==> src/rtl/swb_rx_pkg.sv <==
package swb_rx_pkg;
  typedef enum logic [2:0] {
    ST_IDLE,   // line high, no frame
    ST_CAND,   // low seen, timing candidate start
    ST_LOW,    // inside frame, waiting for a rising edge
    ST_BITHI,  // rising edge seen, waiting for sample point
    ST_HOLD    // sampled high, waiting for fall or idle timeout
  } swb_state_e;
endpackage

==> src/rtl/swb_sync.sv <==
module swb_sync #(
  parameter int STAGES  = 2,
  parameter bit RST_VAL = 1'b1
) (
  input  logic clk,
  input  logic rst_n,
  input  logic d,
  output logic q
);
  logic [STAGES-1:0] sr;

  generate
    if (STAGES == 1) begin : g_one
      always_ff @(posedge clk or negedge rst_n)
        if (!rst_n) sr <= RST_VAL;
        else        sr <= d;
    end else begin : g_chain
      always_ff @(posedge clk or negedge rst_n)
        if (!rst_n) sr <= {STAGES{RST_VAL}};
        else        sr <= {sr[STAGES-2:0], d};
    end
  endgenerate

  assign q = sr[STAGES-1];
endmodule

==> src/rtl/swb_line_fsm.sv <==
module swb_line_fsm
  import swb_rx_pkg::*;
#(
  parameter int START_MIN  = 16,
  parameter int IDLE_END   = 40,
  parameter int SAMPLE_DLY = 2,
  parameter int CW         = 6
) (
  input  logic clk,
  input  logic rst_n,
  input  logic line,
  output logic bit_stb,
  output logic bit_val,
  output logic frm_start,
  output logic frm_end
);
  localparam logic [CW-1:0] START_LAST = CW'(START_MIN - 1);
  localparam logic [CW-1:0] IDLE_LAST  = CW'(IDLE_END - 1);
  localparam logic [CW-1:0] SAMP_AT    = CW'(SAMPLE_DLY);

  swb_state_e     state;
  logic [CW-1:0]  cnt;

  always_ff @(posedge clk or negedge rst_n) begin
    if (!rst_n) begin
      state     <= ST_IDLE;
      cnt       <= '0;
      bit_stb   <= 1'b0;
      bit_val   <= 1'b0;
      frm_start <= 1'b0;
      frm_end   <= 1'b0;
    end else begin
      bit_stb   <= 1'b0;
      frm_start <= 1'b0;
      frm_end   <= 1'b0;
      case (state)
        ST_IDLE: if (!line) begin
          state <= ST_CAND;
          cnt   <= CW'(1);
        end
        ST_CAND: begin
          if (line) state <= ST_IDLE;
          else if (cnt >= START_LAST) begin
            state     <= ST_LOW;
            frm_start <= 1'b1;
          end else cnt <= cnt + 1'b1;
        end
        ST_LOW: if (line) begin
          state <= ST_BITHI;
          cnt   <= CW'(1);
        end
        ST_BITHI: begin
          if (cnt >= SAMP_AT) begin
            if (line) begin
              state <= ST_HOLD;
              cnt   <= cnt + 1'b1;
            end else begin
              bit_stb <= 1'b1;
              bit_val <= 1'b0;
              state   <= ST_LOW;
            end
          end else cnt <= cnt + 1'b1;
        end
        ST_HOLD: begin
          if (!line) begin
            bit_stb <= 1'b1;
            bit_val <= 1'b1;
            state   <= ST_LOW;
          end else if (cnt >= IDLE_LAST) begin
            frm_end <= 1'b1;
            state   <= ST_IDLE;
          end else cnt <= cnt + 1'b1;
        end
        default: state <= ST_IDLE;
      endcase
    end
  end
endmodule

==> src/rtl/swb_byte_asm.sv <==
module swb_byte_asm #(
  parameter int DATA_W = 8
) (
  input  logic              clk,
  input  logic              rst_n,
  input  logic              bit_stb,
  input  logic              bit_val,
  input  logic              frm_start,
  input  logic              frm_end,
  input  logic              m_ready,
  output logic [DATA_W-1:0] m_data,
  output logic              m_valid,
  output logic              frame_end,
  output logic              frame_err
);
  localparam int BCW = $clog2(DATA_W);
  localparam logic [BCW-1:0] LAST_BIT = BCW'(DATA_W - 1);

  logic [DATA_W-1:0] sh;
  logic [BCW-1:0]    nb;
  logic              ovr;
  logic [DATA_W-1:0] sh_nx;
  logic              full;
  logic              slot_free;

  assign sh_nx     = {sh[DATA_W-2:0], bit_val};
  assign full      = bit_stb && (nb == LAST_BIT);
  assign slot_free = !m_valid || m_ready;

  always_ff @(posedge clk or negedge rst_n) begin
    if (!rst_n) begin
      sh        <= '0;
      nb        <= '0;
      ovr       <= 1'b0;
      m_data    <= '0;
      m_valid   <= 1'b0;
      frame_end <= 1'b0;
      frame_err <= 1'b0;
    end else begin
      frame_end <= frm_end;
      frame_err <= frm_end && ((nb != '0) || ovr);
      if (frm_start || frm_end) begin
        nb  <= '0;
        ovr <= 1'b0;
      end else if (bit_stb) begin
        sh <= sh_nx;
        nb <= full ? '0 : nb + 1'b1;
        if (full && !slot_free) ovr <= 1'b1;
      end
      if (full && slot_free) begin
        m_valid <= 1'b1;
        m_data  <= sh_nx;
      end else if (m_ready) begin
        m_valid <= 1'b0;
      end
    end
  end
endmodule

==> src/rtl/swb_rx.sv <==
module swb_rx #(
  parameter int START_MIN   = 16,
  parameter int IDLE_END    = 40,
  parameter int SAMPLE_DLY  = 2,
  parameter int SYNC_STAGES = 2,
  parameter int DATA_W      = 8
) (
  input  logic              clk,
  input  logic              rst_n,
  input  logic              bus_in,
  output logic [DATA_W-1:0] m_data,
  output logic              m_valid,
  input  logic              m_ready,
  output logic              frame_end,
  output logic              frame_err
);
  localparam int MAXT = (START_MIN > IDLE_END) ? START_MIN : IDLE_END;
  localparam int CW   = $clog2(MAXT + 1) + 1;

  logic line_s;
  logic bit_stb, bit_val, frm_start, frm_end;

  swb_sync #(.STAGES(SYNC_STAGES), .RST_VAL(1'b1)) u_sync (
    .clk(clk), .rst_n(rst_n), .d(bus_in), .q(line_s)
  );

  swb_line_fsm #(
    .START_MIN(START_MIN), .IDLE_END(IDLE_END),
    .SAMPLE_DLY(SAMPLE_DLY), .CW(CW)
  ) u_fsm (
    .clk(clk), .rst_n(rst_n), .line(line_s),
    .bit_stb(bit_stb), .bit_val(bit_val),
    .frm_start(frm_start), .frm_end(frm_end)
  );

  swb_byte_asm #(.DATA_W(DATA_W)) u_asm (
    .clk(clk), .rst_n(rst_n),
    .bit_stb(bit_stb), .bit_val(bit_val),
    .frm_start(frm_start), .frm_end(frm_end),
    .m_ready(m_ready), .m_data(m_data), .m_valid(m_valid),
    .frame_end(frame_end), .frame_err(frame_err)
  );
endmodule

==> config.mk <==
export PLATFORM = sky130hd
export DESIGN_NAME = swb_rx
export DESIGN_NICKNAME = d
export VERILOG_FILES = /design/src/rtl/swb_rx_pkg.sv /design/src/rtl/swb_sync.sv /design/src/rtl/swb_line_fsm.sv /design/src/rtl/swb_byte_asm.sv /design/src/rtl/swb_rx.sv
export SDC_FILE = /design/constraint.sdc
export NUM_CORES = 1
export LEC_CHECK = 0
export ABC_CLOCK_PERIOD_IN_PS = 1900
export BUFFER_PORTS_ARGS = -buffer_cell sky130_fd_sc_hd__buf_2
export CORE_AREA = 3 3 50 98
export CTS_CLUSTER_DIAMETER = 150
export CTS_CLUSTER_SIZE = 28
export DETAILED_ROUTE_END_ITERATION = 8
export DIE_AREA = 0 0 53 101
export GPL_TIMING_DRIVEN = 1
export HOLD_SLACK_MARGIN = 0.06
export SLEW_MARGIN = 20
export SYNTH_ARGS = -nofsm -noshare
export SYNTH_HDL_FRONTEND = slang
export SYNTH_SLANG_ARGS = --single-unit
export TNS_END_PERCENT = 50
==> constraint.sdc <==
create_clock -name clk -period 1.9 [get_ports clk]
set_clock_uncertainty 0.05 [all_clocks]
set_input_delay 0.38 -clock clk [delete_from_list [all_inputs] [get_ports clk]]
set_output_delay 0.38 -clock clk [all_outputs]
set_load 0.02 [all_outputs]
Yosys cells after proc, flatten, opt, wreduce, memory -nomap -nowiden
Cells that the tools add are included.
{ "totals": {"reg_bits": 38, "in_bits": 4, "output_inout_bits": 11, "elab_cells": 97} }
{ "classes": {"n_addsub": 2, "magnitude_cmp": 3, "n_eq_ne": 17, "muxes": 39, "n_bitwise": 1, "reduce_logical": 21} }
{ "op_table": {"columns": ["operator", "n"], "rows": [
  ["2-to-1 mux 7 bit", 8],
  ["case mux 7 bit (5 select lines)", 1],
  ["2-to-1 mux 3 bit", 11],
  ["2-to-1 mux 1 bit", 16],
  ["inequality test 2 bit (second input constant)", 8],
  ["case mux 3 bit (5 select lines)", 1],
  ["AND reduction 8 bit", 1],
  ["nonzero test 2 bit", 4],
  ["adder 7 x 1 -> 7 bit (second input constant)", 1],
  [">= comparator 7 x 2 -> 1 bit (second input constant)", 1],
  [">= comparator 7 x 4 -> 1 bit (second input constant)", 1],
  [">= comparator 7 x 6 -> 1 bit (second input constant)", 1],
  ["== test 3 x 2 -> 1 bit (second input constant)", 2],
  ["== test 3 bit (second input constant)", 2],
  ["inequality test 3 x 2 -> 1 bit (second input constant)", 2],
  ["AND reduction 5 bit", 1],
  ["nonzero test 5 bit", 1],
  ["logical AND 1 bit", 4],
  ["case mux 1 bit (2 select lines)", 2],
  ["AND reduction 2 bit", 2],
  ["AND reduction 4 bit", 1],
  ["adder 3 x 1 -> 3 bit (second input constant)", 1],
  ["== test 3 x 1 -> 1 bit (second input constant)", 1],
  ["zero test 3 bit", 1],
  ["6 further kinds", 9]
]} }

Logic depth before layout (Yosys ltp)
Gate-level depths: netlist of the first run.
{ "depth": {"word_depth": 7, "ltp_mapped": 7, "mapped_depth_nobuf": 7} }

Hierarchy
A second synthesis of the first run with hierarchy kept.
{ "unflattened": {"cells_unflattened": 166, "area_unflattened_um2": 1900.6} }
{ "modules_own_cells": {"columns": ["module", "instances", "cells_each", "area_per_inst_um2", "seq_area_each_um2"], "rows": [
  ["swb_line_fsm", 1, 104, 948.4, 350.3],
  ["swb_byte_asm", 1, 60, 899.6, 550.5],
  ["swb_sync", 1, 2, 52.6, 52.6]
]} }

Worst setup path after synthesis of the first run
Ideal clock, no wire load.
{ "synth_path": {"kind": "register to register", "startpoint": "reg u_fsm.cnt[0]", "endpoint": "reg u_fsm.cnt[1]", "setup_time_ps": 125, "arrival_time_ps": 1699, "setup_slack_ps": 25, "stages_incl_launch_ff": 8, "period_less_slack_ps": 1875, "cell_sequence": "dfrtp_1 > inv_1 > ha_1 > nor4_2 > nand2_2 > a221oi_4 > nor2_2 > mux2_4"} }
{ "synth_between": {"elab_chain_cells": 4} }
{ "synth_rtl": {"columns": ["element", "line", "source"], "rows": [
  ["from (decl)", "swb_line_fsm.sv:22", "logic [CW-1:0] cnt;"],
  ["from (signal assigned)", "swb_line_fsm.sv:46", "end else cnt <= cnt + 1'b1;"],
  ["from (signal assigned)", "swb_line_fsm.sv:56", "cnt <= cnt + 1'b1;"],
  ["from (signal assigned)", "swb_line_fsm.sv:62", "end else cnt <= cnt + 1'b1;"],
  ["adder 7 x 1 -> 7 bit", null, null],
  ["2-to-1 mux 7 bit, on equally long branches", "swb_line_fsm.sv:69, swb_line_fsm.sv:43, swb_line_fsm.sv:54", null],
  ["2-to-1 mux 7 bit, on equally long branches", "swb_line_fsm.sv:65, swb_line_fsm.sv:42, swb_line_fsm.sv:53", null],
  ["case mux 7 bit (5 select lines)", "swb_line_fsm.sv:36", "case (state)"]
]} }
Parallel ways exist; a longest one is shown, timed or not. The select of a mux whose other input is x is not followed.
A chain may end at the register's enable or synchronous reset.

Worst setup path in the final report of the first run
{ "layout_path": {"startpoint": "reg u_fsm.cnt[1]", "endpoint": "reg u_fsm.cnt[1]"} }
Same word-level chain as after synthesis.

==> run summary, run 1 <==
The cell row count came out at 34. Of all nets on the critical path, the largest fanout is 5. Among all stages on the critical path, the largest delay is contributed by dfrtp_2.

The clock slew at the register clock pins of the worst setup and hold paths is about 0.07 ns. Setup repair after global routing could not meet its margin everywhere. The clock tree from TritonCTS is done. The cell area after synthesis is 1800 µm². In this run, synthesis produced a sequential element count of 38. By area the synthesized netlist is led by dfrtp_1, mux2_2, ha_1, dfstp_2, nor3_1. The routed via count is 1384.

Routability-driven placement finished with a final weighted congestion of between 0.8 and 0.9. Dividing the detail-routed wire length by the instance count gives 14.6 µm. The power share of the combinational group came out at 39.8%. The final wirelength came out at approximately 3.8 mm.

The worst setup path is captured at a flip-flop. The compound-cell area share of the yosys netlist came out at 12.5%. Global routing finished with a remaining overflow of 0. The signal on the critical path passes through ha_2 -> a21oi_2 -> o211ai_1 -> a221oi_4 -> nor2_2 -> mux2_4. At the end of the flow, the number of nets in the layout was roughly 210.

The slew of the pin with the lowest slew margin is 0.484 ns. The synthesized netlist devotes 0.487% of its cell area to XOR and XNOR gates. The via count of the first global-routing pass came to 1463.

The synthesized-area fraction occupied by and/or/nand/nor cells is around 17%. The H-tree depth is 2. Cell internal power was estimated by the tool at 2160 µW. The cell chosen for the clock root is clkbuf_8.

The part of the total power dissipated in sequential elements is 34.1%. The worst-case setup slack after placement came out at -0.0898 ns. The maximum number of pins on one net before global-route repair is 39.

The share of the core filled with cells came out at 53.5%. Of the total synthesized cell area, the portion taken by full adders, half adders and majority gates is under 10%. The commonest cells after synthesis are dfrtp_1, mux2_2, nand2_1. Of the post-synthesis cell area, the dominant cell type holds 50.1%.

Dividing the final minimum period by the clock period gives 100%. The required time of the worst setup path came out at 2.03 ns. The synthesized area per cell came out at 11.2 µm². The first global-routing pass estimated 6.40 mm of wire. The global-route usage over all layers is 16.2%. The number of instances in the synthesized netlist is 160. The kind of path behind the tightest hold check is in -> async. The worst setup path is of the reg -> reg kind. The post-synthesis cell type count came out at 42. The die outline height is 101 µm.

The count of flip-flops with a built-in enable after synthesis came out at 0. The die area came out at 5350 µm². The switching share of power is 32.7%.

The final reports fail on setup timing. Before antenna repair, the detailed router went through 4 iterations. The largest incremental delay on the critical path came out at around 0.46 ns. The proportion of synthesized area in mux cells came out at 10.8%. The setup-violating endpoint count in the final report came out at 2.

The relative contribution of the clock network to total power is 26.1%. Static timing analysis puts the maximum clock frequency at between 0.5 and 0.6 GHz. The cell total after placement is 242.

The CTS buffer count is 5. Leaving out filler cells and counting taps, the final layout contains about 260. The number of warnings issued by yosys is 0.

The number of antenna violations at the first check in global routing is 0. The clock period minus final worst setup slack is 1.91 ns. The worst slack on hold paths came out at 0.0802 ns. For this design the ratio of total power to cell area is 1400 nW/µm². dfrtp_1 is the most common cell in the netlist. The worst setup path is launched from a flip-flop. The number of pins with negative max-slew slack in the final report is 0. In the synthesized netlist the dominant register cell turns out to be dfrtp_1. By area, the combinational part of the netlist is dominated by simple AND/OR/NAND/NOR gates. After synthesis, the share of flip-flops with an asynchronous set or reset is 100%. The area of the core came out at 4300 µm².

The worst-skew pair later-pin latency is slightly below 0.3 ns. The sequential share of the synthesized area is 53.1%. The antenna cell count is 0. The max-capacitance violation count came out at 0.

Across the VDD grid, the largest voltage drop is 1.04 mV. The final count of hold timing violations is 0. The via density per instance came out at 5.39. The net count of the mapped netlist is 169. For this configuration, the core starts out at a cell density of 41.8%. The x dimension of the die came out at 53 µm. The fraction of final layout cells with drive strength greater than 1 came out at 40.4%.

The sum of net half-perimeters after detailed placement is 2.68 mm. The worst slew slack as a fraction of its limit is 67.8%. The total I/O pin count is 15.

The maximum buffer depth of the clock tree is 2. For this design the static power due to leakage is 0.00111 µW. The run finished, with violations left. Buffers placed on the I/O ports in this run total 14.

CTS saw 38 sinks. The DRC violation count after routing is 0. The area growth from synthesis to layout is 28.0%.

After layout, the worst setup slack is -0.00567 ns. The detailed router's first-iteration violation count came out at between 40 and 50. The cell taking the most area after synthesis is dfrtp_1.

The remaining antenna violation count after routing is 0. In this run the power spent charging and discharging nets is between 1000 and 1500 µW. The data arrival at the endpoint of the critical path is 2.03 ns.
-- critical path: cells and delay by family, from the launching register on --
family	cells	cell delay, ns
flip-flops	1	0.46
AND/OR/NAND/NOR	1	0.08
multiplexers	1	0.30
adder cells (fa/ha/maj)	1	0.20
AO/OA/AOI/OAI	3	0.70
-- sequential cells by signal (all words and copies together) (netlist names), 2 cells and up --
| signal | cells |
|---|---|
| u_asm.sh | 7 |
| u_fsm.cnt | 7 |
| u_asm.m_data | 8 |
| u_fsm.state | 3 |
| u_sync.sr | 2 |
| u_asm.nb | 3 |
-- metrics by stage --
step                       TNS, ns  power [µW]  instance area (µm²)
after global placement     -0.0306        2050                 2050
after global routing        -0.589        3400                 2300
after detailed placement    -0.379        2080                 2050
final                     -0.00743        3210                 2300
after CTS                        0        3140                 2260
after floorplan                  0        1720                 1800
-- layout by cell type (no fill, tap or decap), drive strengths merged, types with 3 or more instances in the layout --
cell type,n
a21oi,9
inv,8
clkbuf,6
nand2b,3
nor2b,3
mux2,16
nand3,6
o21ai,6
ha,5
dfrtp,36
nand2,14
buf,38
or3b,3
nor2,8
nor3,12
-- cell type report --
| class | instances | area, µm² |
|---|---|---|
| Timing Repair Buffer | 38 | 250 |
| Clock inverter | 2 | 60.1 |
| Clock buffer | 6 | 82.6 |
| Fill cell | 381 | 2000 |
| Tap cell | 54 | 67.6 |
| Multi-Input combinational cell | 111 | 855 |
| Inverter | 8 | 30.0 |
| Sequential cell | 38 | 955 |
-- power groups by stage --
stage	clock [µW]	combinational, µW	sequential (µW)
floorplan	0	694	1030
global placement	0	972	1080
detailed placement	0	993	1090
CTS	862	1210	1070
global route	892	1400	1110
finish	839	1280	1090
-- cells by family after synthesis --
logic type / after synthesis
and+or+nand+nor: 57
AOI/OAI and AO/OA: 31
adders and majority gates: 5
DFF: 38
muxes: 17
buffers and inverters: 11
xor gates and xnor gates: 1
-- worst paths after layout --
path / slack [ns] / start / depth (start not counted) / to
setup / recovery: -0.006 / u_fsm.cnt[1] / 6 / u_fsm.cnt[1]
hold / removal: 0.08 / rst_n / 2 / u_fsm.state[0]
setup reg to reg: -0.006 / u_fsm.cnt[1] / 6 / u_fsm.cnt[1]
hold reg to reg: 0.31 / u_sync.sr[0] / 0 / u_sync.sr[1]
max in group asynchronous: 1.36 / rst_n / 2 / u_fsm.cnt[1]
min in group clk: 0.13 / bus_in / 1 / u_sync.sr[0]
-- repair_timing --
action | CTS | global route
endpoints found under the setup margin | 7 | 8
hold buffers | 0 | 0
resized for setup | 6 | 5
hold endpoints to repair | 0 | 0
pin swaps | 2 | 3
setup buffers | 7 | 0
-- per-layer routing --
metal | vias to the layer above | global-route usage [%] | wire length, µm
met3 | 13 | 3.26 | 100
met5 | - | 0 | 0
met2 | 30 | 29.0 | 2110
met4 | 0 | 9.84 | 165
li1 | 661 | - | -
met1 | 680 | 16.3 | 1380
No activity file was read; power rests on OpenSTA's default activity.
==> run 2, diff against run 1 <==
--- a/config.mk
+++ b/config.mk
@@ -7,13 +7,14 @@
 export LEC_CHECK = 0
 export ABC_CLOCK_PERIOD_IN_PS = 1900
 export BUFFER_PORTS_ARGS = -buffer_cell sky130_fd_sc_hd__buf_2
-export CORE_AREA = 3 3 50 98
+export CORE_AREA = 3 3 49 96
 export CTS_CLUSTER_DIAMETER = 150
 export CTS_CLUSTER_SIZE = 28
 export DETAILED_ROUTE_END_ITERATION = 8
-export DIE_AREA = 0 0 53 101
+export DIE_AREA = 0 0 52 99
 export GPL_TIMING_DRIVEN = 1
 export HOLD_SLACK_MARGIN = 0.06
+export RECOVER_POWER = 100
 export SLEW_MARGIN = 20
 export SYNTH_ARGS = -nofsm -noshare
 export SYNTH_HDL_FRONTEND = slang
==> run 2 against run 1 <==
Effect of this change:
- the run still ends with setup timing left
- clock power about the same
- total power up 0.61%
- final area grew 0.49%
- sequential power about the same
- maximum frequency down 1.2%
==> run summary, run 2 (synthesis gave the netlist of run 1 again) <==
Tracing the worst setup path back leads to its startpoint at u_fsm.cnt[1]. STA classifies the critical path endpoint as a flip-flop. The detailed router's first-iteration violation count is 30 (-33%).

The effective utilization at floorplan came out at 44.0% (+2.1 points). The register name with the most flops is u_asm.m_data. The number of pins with negative max-slew slack in the final report came out at 0 (unchanged). The final worst setup slack came out at -0.0285 ns (-0.0228 ns). The remaining antenna violation count after routing was 0 (unchanged). The highest layer touched by signal routing is met4.

The flow ran to the end, but the final reports show violations. The number of search-and-repair iterations in the first detailed-routing pass is 4 (unchanged). The die outline height is 99 µm (-2.0%). The largest registers in the layout are u_asm.m_data: 8 flops, u_asm.sh: 7 flops, u_fsm.cnt: 7 flops.

The worst slew slack as a fraction of its limit is 37.8% (-30 points). The cell total after placement is 241 (-0.41%). The area added between synthesis and finish is 28.6%. The slowest stage of the critical path belongs to the cell dfrtp_2.

The combined buffer and inverter count along the critical path was 1 (+1). The DRC violation count after routing came to 0 (unchanged). The fraction of final layout cells with drive strength greater than 1 is 36.0% (-4.4 points). The final wirelength came out at 4.01 mm (+6.9%).

The max-capacitance violation count came out at 0 (unchanged). The maximum number of pins on one net before global-route repair came out at 39 (unchanged). The top cell types in the final layout, fill and taps aside, are dfrtp_1, buf_4, mux2_2. The final cell area excluding filler cells is 2310 µm² (+0.49%). Clock tree synthesis selected as its root buffer the cell clkbuf_8. The via density per instance was 5.59 (+3.8%).

The count of nets after finishing came out at 208 (-1.4%). Traced cell by cell, the critical path runs through buf_4 -> a21oi_4 -> o211ai_1 -> a221oi_4 -> nor2_2 -> mux2_4. The kind of cell with the highest combined delay along the critical path is compound AO/OA/AOI/OAI gates. The worst-skew pair later-pin latency is 0.29 ns (about the same). The die area is 5150 µm² (-3.8%). The cell row count is 33 (-2.9%). The clock slew at the register clock pins of the worst setup and hold paths is 0.07 ns (about the same). The routed via count came out at 1408 (+1.7%). The routability congestion estimate is 0.856 (-1.3%). The number of flip-flops under the largest register name is 8 (unchanged). The clock net sink count came out at 38 (unchanged). The CTS buffer count came out at 5 (unchanged). The final count of hold timing violations came out at 0 (unchanged). The setup-violating endpoint count in the final report is 4 (+2). The sum of net half-perimeters after detailed placement came out at 2.82 mm (+5.1%). TritonCTS built the clock tree. The global-route usage over all layers is 17.5% (+1.2 points). The total I/O pin count came out at 15 (unchanged).

The routed wire length on met2 is 2.27 mm (+7.7%). The antenna cell count came out at 0 (unchanged). The wire length on met1 is 1.46 mm (+6.4%). The maximum buffer depth of the clock tree came out at 2 (unchanged). The data arrival at the endpoint of the critical path came to 2.05 ns (+0.02 ns).

The highest achievable clock rate is 0.519 GHz (-1.2%). The clock period minus final worst setup slack is 1.93 ns (+0.0228 ns). The largest voltage drop on the vdd net is 0.932 mV (-9.9%). The cell area power density came out at 1400 nW/µm² (+0.12%). The standard cell area after detailed placement is 2050 µm² (+0.24%).

The mean routed wirelength per cell is 15.9 µm (+9.0%). The critical-path maximum fanout came to 5 (unchanged). The H-tree depth came out at 2 (unchanged). The worst setup path is launched from a flip-flop. The final reports fail on setup timing. The most common library cell in the layout ignoring fill and taps is dfrtp_1.

The count of buffers from port buffering is 14 (unchanged). The largest incremental delay on the critical path is 0.48 ns (+0.02 ns). The total congestion overflow came out at 0 (unchanged). By startpoint and endpoint, the worst setup path is classified as reg -> reg. The accumulated negative setup slack came out at -0.0505 ns (-0.0431 ns). The worst register-to-register path begins at u_fsm.cnt[1]. Setup repair after global routing could not meet its margin everywhere. The power after layout is 3230 µW (+0.61%). The wire length of the first global-routing pass was 6.67 mm (+4.1%). The required time of the worst setup path came to 2.03 ns (about the same). The worst slack on hold paths was 0.135 ns (+0.0547 ns).

The x dimension of the die came out at 52 µm (-1.9%). The routed length on met3 is 114 µm (+14%). The slew of the pin with the lowest slew margin came to 0.933 ns (+0.450 ns). The static leakage came out at 0.00105 µW (-5.3%). The final cell count without fillers came out at 252 (-1.9%). The via count of the first global-routing pass is 1487 (+1.6%). The startpoint identified for the worst hold timing path is bus_in. The final cycle utilization of the critical path is 102% (+1.2 points). The kind of path behind the tightest hold check is in -> reg. The area of the core came to 4090 µm² (-4.9%). The number of antenna violations at the first check in global routing came out at 0 (unchanged).
[run 2: cell count changes in the layout (fill, tap and decap cells not counted), sizes merged]
cell | previous run | this run
clkbuf | 6 | 18
buf | 38 | 23
[run 2: final timing paths]
path,end,slack (ns),cells past startpoint
worst min register to register,u_sync.sr[1],0.31,0
max in group asynchronous,u_fsm.cnt[1],0.91,2
min in group asynchronous,u_fsm.bit_stb,0.25,2
worst min-delay path,u_sync.sr[0],0.13,1
worst max register to register,u_fsm.cnt[1],-0.03,6
worst max-delay path,u_fsm.cnt[1],-0.03,6
[run 2: repair_timing]
| item | CTS | global route |
|---|---|---|
| resized for setup | 8 | 14 |
| pin swaps | 3 | 3 |
| buffers inserted | 1 | 2 |
| hold buffers | 0 | 0 |
| setup endpoints to repair | 7 | 7 |
[run 2: metal layers]
metal  global-route usage [%]  up-vias
li1                         -      655
met5                        0        -
met2                     30.6       30
met4                     11.9        0
met3                     3.48       15
met1                     17.4      708
[run 2: final cells by class]
| cell class | count | area (µm²) |
|---|---|---|
| clock buffer | 6 | 82.6 |
| clock inverter | 2 | 60.1 |
| fill | 339 | 1780 |
| inverter | 8 | 30.0 |
| multi-input combinational | 111 | 901 |
| sequential | 38 | 957 |
| tap | 52 | 65.1 |
| timing repair buffer | 35 | 215 |
[run 2: power breakdown]
| group | internal, µW | switching, µW | total, µW |
|---|---|---|---|
| clock network | 560 | 282 | 842 |
| logic | 638 | 657 | 1300 |
| registers | 925 | 168 | 1090 |
| total | 2120 | 1110 | 3230 |
[run 2: through the flow]
step,util [%],setup slack (ns)
6_report,56.5,-0.0285
5_1_grt,56.5,-0.0968
4_1_cts,54.5,-0.000848
3_5_place_dp,50.2,-0.0767
3_3_place_gp,50.2,-0.00346
2_1_floorplan,-,0.0254
==> run 3, diff against run 2 <==
--- a/config.mk
+++ b/config.mk
@@ -6,14 +6,14 @@
 export NUM_CORES = 1
 export LEC_CHECK = 0
 export ABC_CLOCK_PERIOD_IN_PS = 1900
-export BUFFER_PORTS_ARGS = -buffer_cell sky130_fd_sc_hd__buf_2
+export BUFFER_PORTS_ARGS = -buffer_cell sky130_fd_sc_hd__buf_4
 export CORE_AREA = 3 3 49 96
 export CTS_CLUSTER_DIAMETER = 150
 export CTS_CLUSTER_SIZE = 28
 export DETAILED_ROUTE_END_ITERATION = 8
 export DIE_AREA = 0 0 52 99
 export GPL_TIMING_DRIVEN = 1
-export HOLD_SLACK_MARGIN = 0.06
+export HOLD_SLACK_MARGIN = 0.05
 export RECOVER_POWER = 100
 export SLEW_MARGIN = 20
 export SYNTH_ARGS = -nofsm -noshare
==> run 3 against run 2 <==
Effect of this change:
- the flow still finishes with violations (setup timing)
- sequential power barely moved
- combinational power down 7%
- clock power is essentially flat
- non-clock buffer count is 1 higher
- cell count rose by 0.40%
- clock-buffer cell count unchanged
- hold slack gained 0.011 ns
- utilization down 0.98 points
- via count down 3.3%
- die area is the same
- routed wire length fell by 7.6%
- largest cell class unchanged
==> run summary, run 3 (synthesis gave the netlist of run 1 again) <==
The worst slew slack as a fraction of its limit is 40.1% (+2.3 points). The sum of net half-perimeters after detailed placement came out at 2.73 mm (-3.2%). The setup-violating endpoint count in the final report is 2 (-2). The CTS buffer count is 5 (unchanged). The worst-case setup slack after placement came out at -0.0459 ns (+0.0308 ns).

The count of buffers from port buffering came out at 14 (unchanged). The startpoint of the lowest-slack register-to-register path is u_fsm.cnt[1]. The number of search-and-repair iterations in the first detailed-routing pass came out at 4 (unchanged).

The final worst setup slack came out at -0.00318 ns (+0.0253 ns). The relative contribution of the clock network to total power is 27.0% (+0.9 points). The total I/O pin count is 15 (unchanged). The final count of hold timing violations was 0 (unchanged). The highest achievable clock rate is 0.525 GHz (+1.3%). The die area is 5150 µm² (unchanged). The routed via count came out at 1361 (-3.3%). The largest registers in the layout are u_asm.m_data: 8 flops, u_asm.sh: 7 flops, u_fsm.cnt: 7 flops. The run finished, with violations left. The clock tree from TritonCTS is done. The power share of the combinational group is 38.9% (-1.2 points). STA classifies the critical path startpoint as a flip-flop. The critical path in this run is classified as reg -> reg. The critical-path maximum fanout came out at 4 (-1). The via density per instance came out at 5.38 (-3.7%).

In the layout the commonest cells are dfrtp_1, buf_4, mux2_2. Setup repair after global routing could not meet its margin everywhere. The max-capacitance violation count came out at 0 (unchanged). The antenna cell count came out at 0 (unchanged). The count of cells along the worst register-to-register path came to 7 (+1). The routability congestion estimate came out at 0.853 (-0.27%). The power after layout came to 3110 µW (-3.6%). The slew of the pin with the lowest slew margin came out at 0.898 ns (-0.0350 ns).

The worst register-to-register path ends at u_fsm.cnt[4]. The die outline height came out at 99 µm (unchanged). The clock net sink count came to 38 (unchanged). The worst slack on hold paths is 0.146 ns (+0.0112 ns). The worst-skew pair later-pin latency came out at 0.29 ns (about the same). The area of the core is 4090 µm² (unchanged). The final cycle utilization of the critical path is 100% (-1.3 points). The internal cell power came out at 2090 µW (-1.6%). The largest voltage drop on the vdd net is 0.878 mV (-5.8%). The cell chosen for the clock root is clkbuf_8. The number of pins with negative max-slew slack in the final report came out at 0 (unchanged).

The checks that failed: setup timing. The remaining antenna violation count after routing is 0 (unchanged). The worst setup slack for register-to-register paths came to -0.003 ns (+0.03 ns). Leaving out fill and tap cells, the most frequent cell in the layout is dfrtp_1. The static leakage came out at 0.00106 µW (+0.85%). The wire length of the first global-routing pass is 6.52 mm (-2.2%). The critical path ends at u_fsm.cnt[4]. The data arrival at the endpoint of the critical path came to 2.01 ns (-0.04 ns).

On the critical path, the stage with the largest delay is an instance of dfrtp_1. The tightest min-delay check is of the in -> reg type. The area added between synthesis and finish is 26.4%.

The switching power total came out at 1030 µW (-7.4%). The via count of the first global-routing pass is 1479 (-0.54%). The switching share of power is 32.9% (-1.4 points). The cell area power density is 1370 nW/µm² (-1.9%). The final wirelength is 3.71 mm (-7.6%). u_asm.m_data holds more flip-flops than any other register. The kind of capture point of the worst setup path is a flip-flop. The total congestion overflow is 0 (unchanged).

The effective utilization at floorplan was 44.0% (unchanged). The global-route usage over all layers is 16.9% (-0.59 points). The maximum number of pins on one net before global-route repair was 39 (unchanged).

The largest incremental delay on the critical path is 0.43 ns (-0.05 ns). The count of nets after finishing is 209 (+0.48%). The maximum buffer depth of the clock tree came out at 2 (unchanged). The critical path goes through buf_6 -> nor4_4 -> nand2_2 -> a221oi_4 -> buf_4 -> or3b_1 -> o311ai_1. The detailed router's first-iteration violation count came out at 30 (unchanged).

The number of antenna violations at the first check in global routing came out at 0 (unchanged). The cell row count came out at 33 (unchanged). The part of the total power dissipated in sequential elements is 34.0% (+0.2 points). The clock slew at the register clock pins of the worst setup and hold paths is 0.07 ns (about the same).

The required time of the worst setup path is 2.01 ns (-0.02 ns). The mean routed wirelength per cell is 14.7 µm (-7.9%). The DRC violation count after routing is 0 (unchanged). The number of flip-flops under the largest register name was 8 (unchanged). Tracing the worst setup path back leads to its startpoint at u_fsm.cnt[1]. The fraction of final layout cells with drive strength greater than 1 is 33.3% (-2.7 points). The H-tree depth was 2 (unchanged).

The clock period minus final worst setup slack is 1.90 ns (-0.0253 ns). The x dimension of the die is 52 µm (unchanged).
run 3: changes by cell type in the layout (fill, tap and decap cells not counted), moves of 2 or more:
cell	before	now
ha_2	0	2
ha_4	2	0
dfrtp_1	33	36
buf_2	3	0
dfrtp_2	3	0
run 3: worst min path at each step:
stage               slack [ns]         start  cells after the start               to
floorplan                 0.03         rst_n                      0  u_asm.frame_end
finish                    0.15        bus_in                      1     u_sync.sr[0]
global route              0.13        bus_in                      1     u_sync.sr[0]
CTS                       0.14        bus_in                      1     u_sync.sr[0]
detailed placement        0.30  u_sync.sr[0]                      0     u_sync.sr[1]
global placement          0.30  u_sync.sr[0]                      0     u_sync.sr[1]
run 3: through the flow:
step | std cells | util, % | cell area [µm²] | setup TNS [ns]
finish | 253 | 55.6 | 2270 | -0.00547
global route | 253 | 55.6 | 2270 | -0.501
CTS | 253 | 56.0 | 2290 | 0
detailed placement | 241 | 51.1 | 2090 | -0.211
global placement | 241 | 51.1 | 2090 | -0.0105
floorplan | 160 | - | 1800 | 0
run 3: timing repair:
item	4_1_cts	5_1_grt
endpoints found under the setup margin	7	7
hold buffers	1	0
endpoints found under the hold margin	36	0
pin swaps	3	1
buffers inserted	3	0
gates resized for setup	5	7
run 3: worst max-delay path, delay by kind of cell (launching register included):
kind                   cells  cell delay, ns
AND/OR/NAND/NOR            3            0.53
AO/OA/AOI/OAI              2            0.45
buffers and inverters      2            0.32
flip-flops                 1            0.43
run 3: power groups by stage:
stage | registers [µW] | logic [µW] | clock network (µW)
after floorplan | 1030 | 694 | 0
after global placement | 1060 | 1010 | 0
after detailed placement | 1070 | 1030 | 0
after CTS | 1060 | 1150 | 870
after global routing | 1080 | 1340 | 898
final | 1060 | 1210 | 842
run 3: layout make-up:
class                   instances  area (µm²)
flip-flops and latches         38         953
clock inverters                 2        60.1
inverters                       8        30.0
fillers                       381        1820
repair buffers                 36         236
well taps                      52        65.1
clock buffers                   6        82.6
multi-input cells             111         843
run 3: metal layers:
metal	part of all wire [%]	global-route usage [%]	up-vias
met4	2.6	6.87	0
met2	59	31.9	19
met3	2.5	3.63	8
met1	36	16.6	681
met5	0	0	-
li1	-	-	653
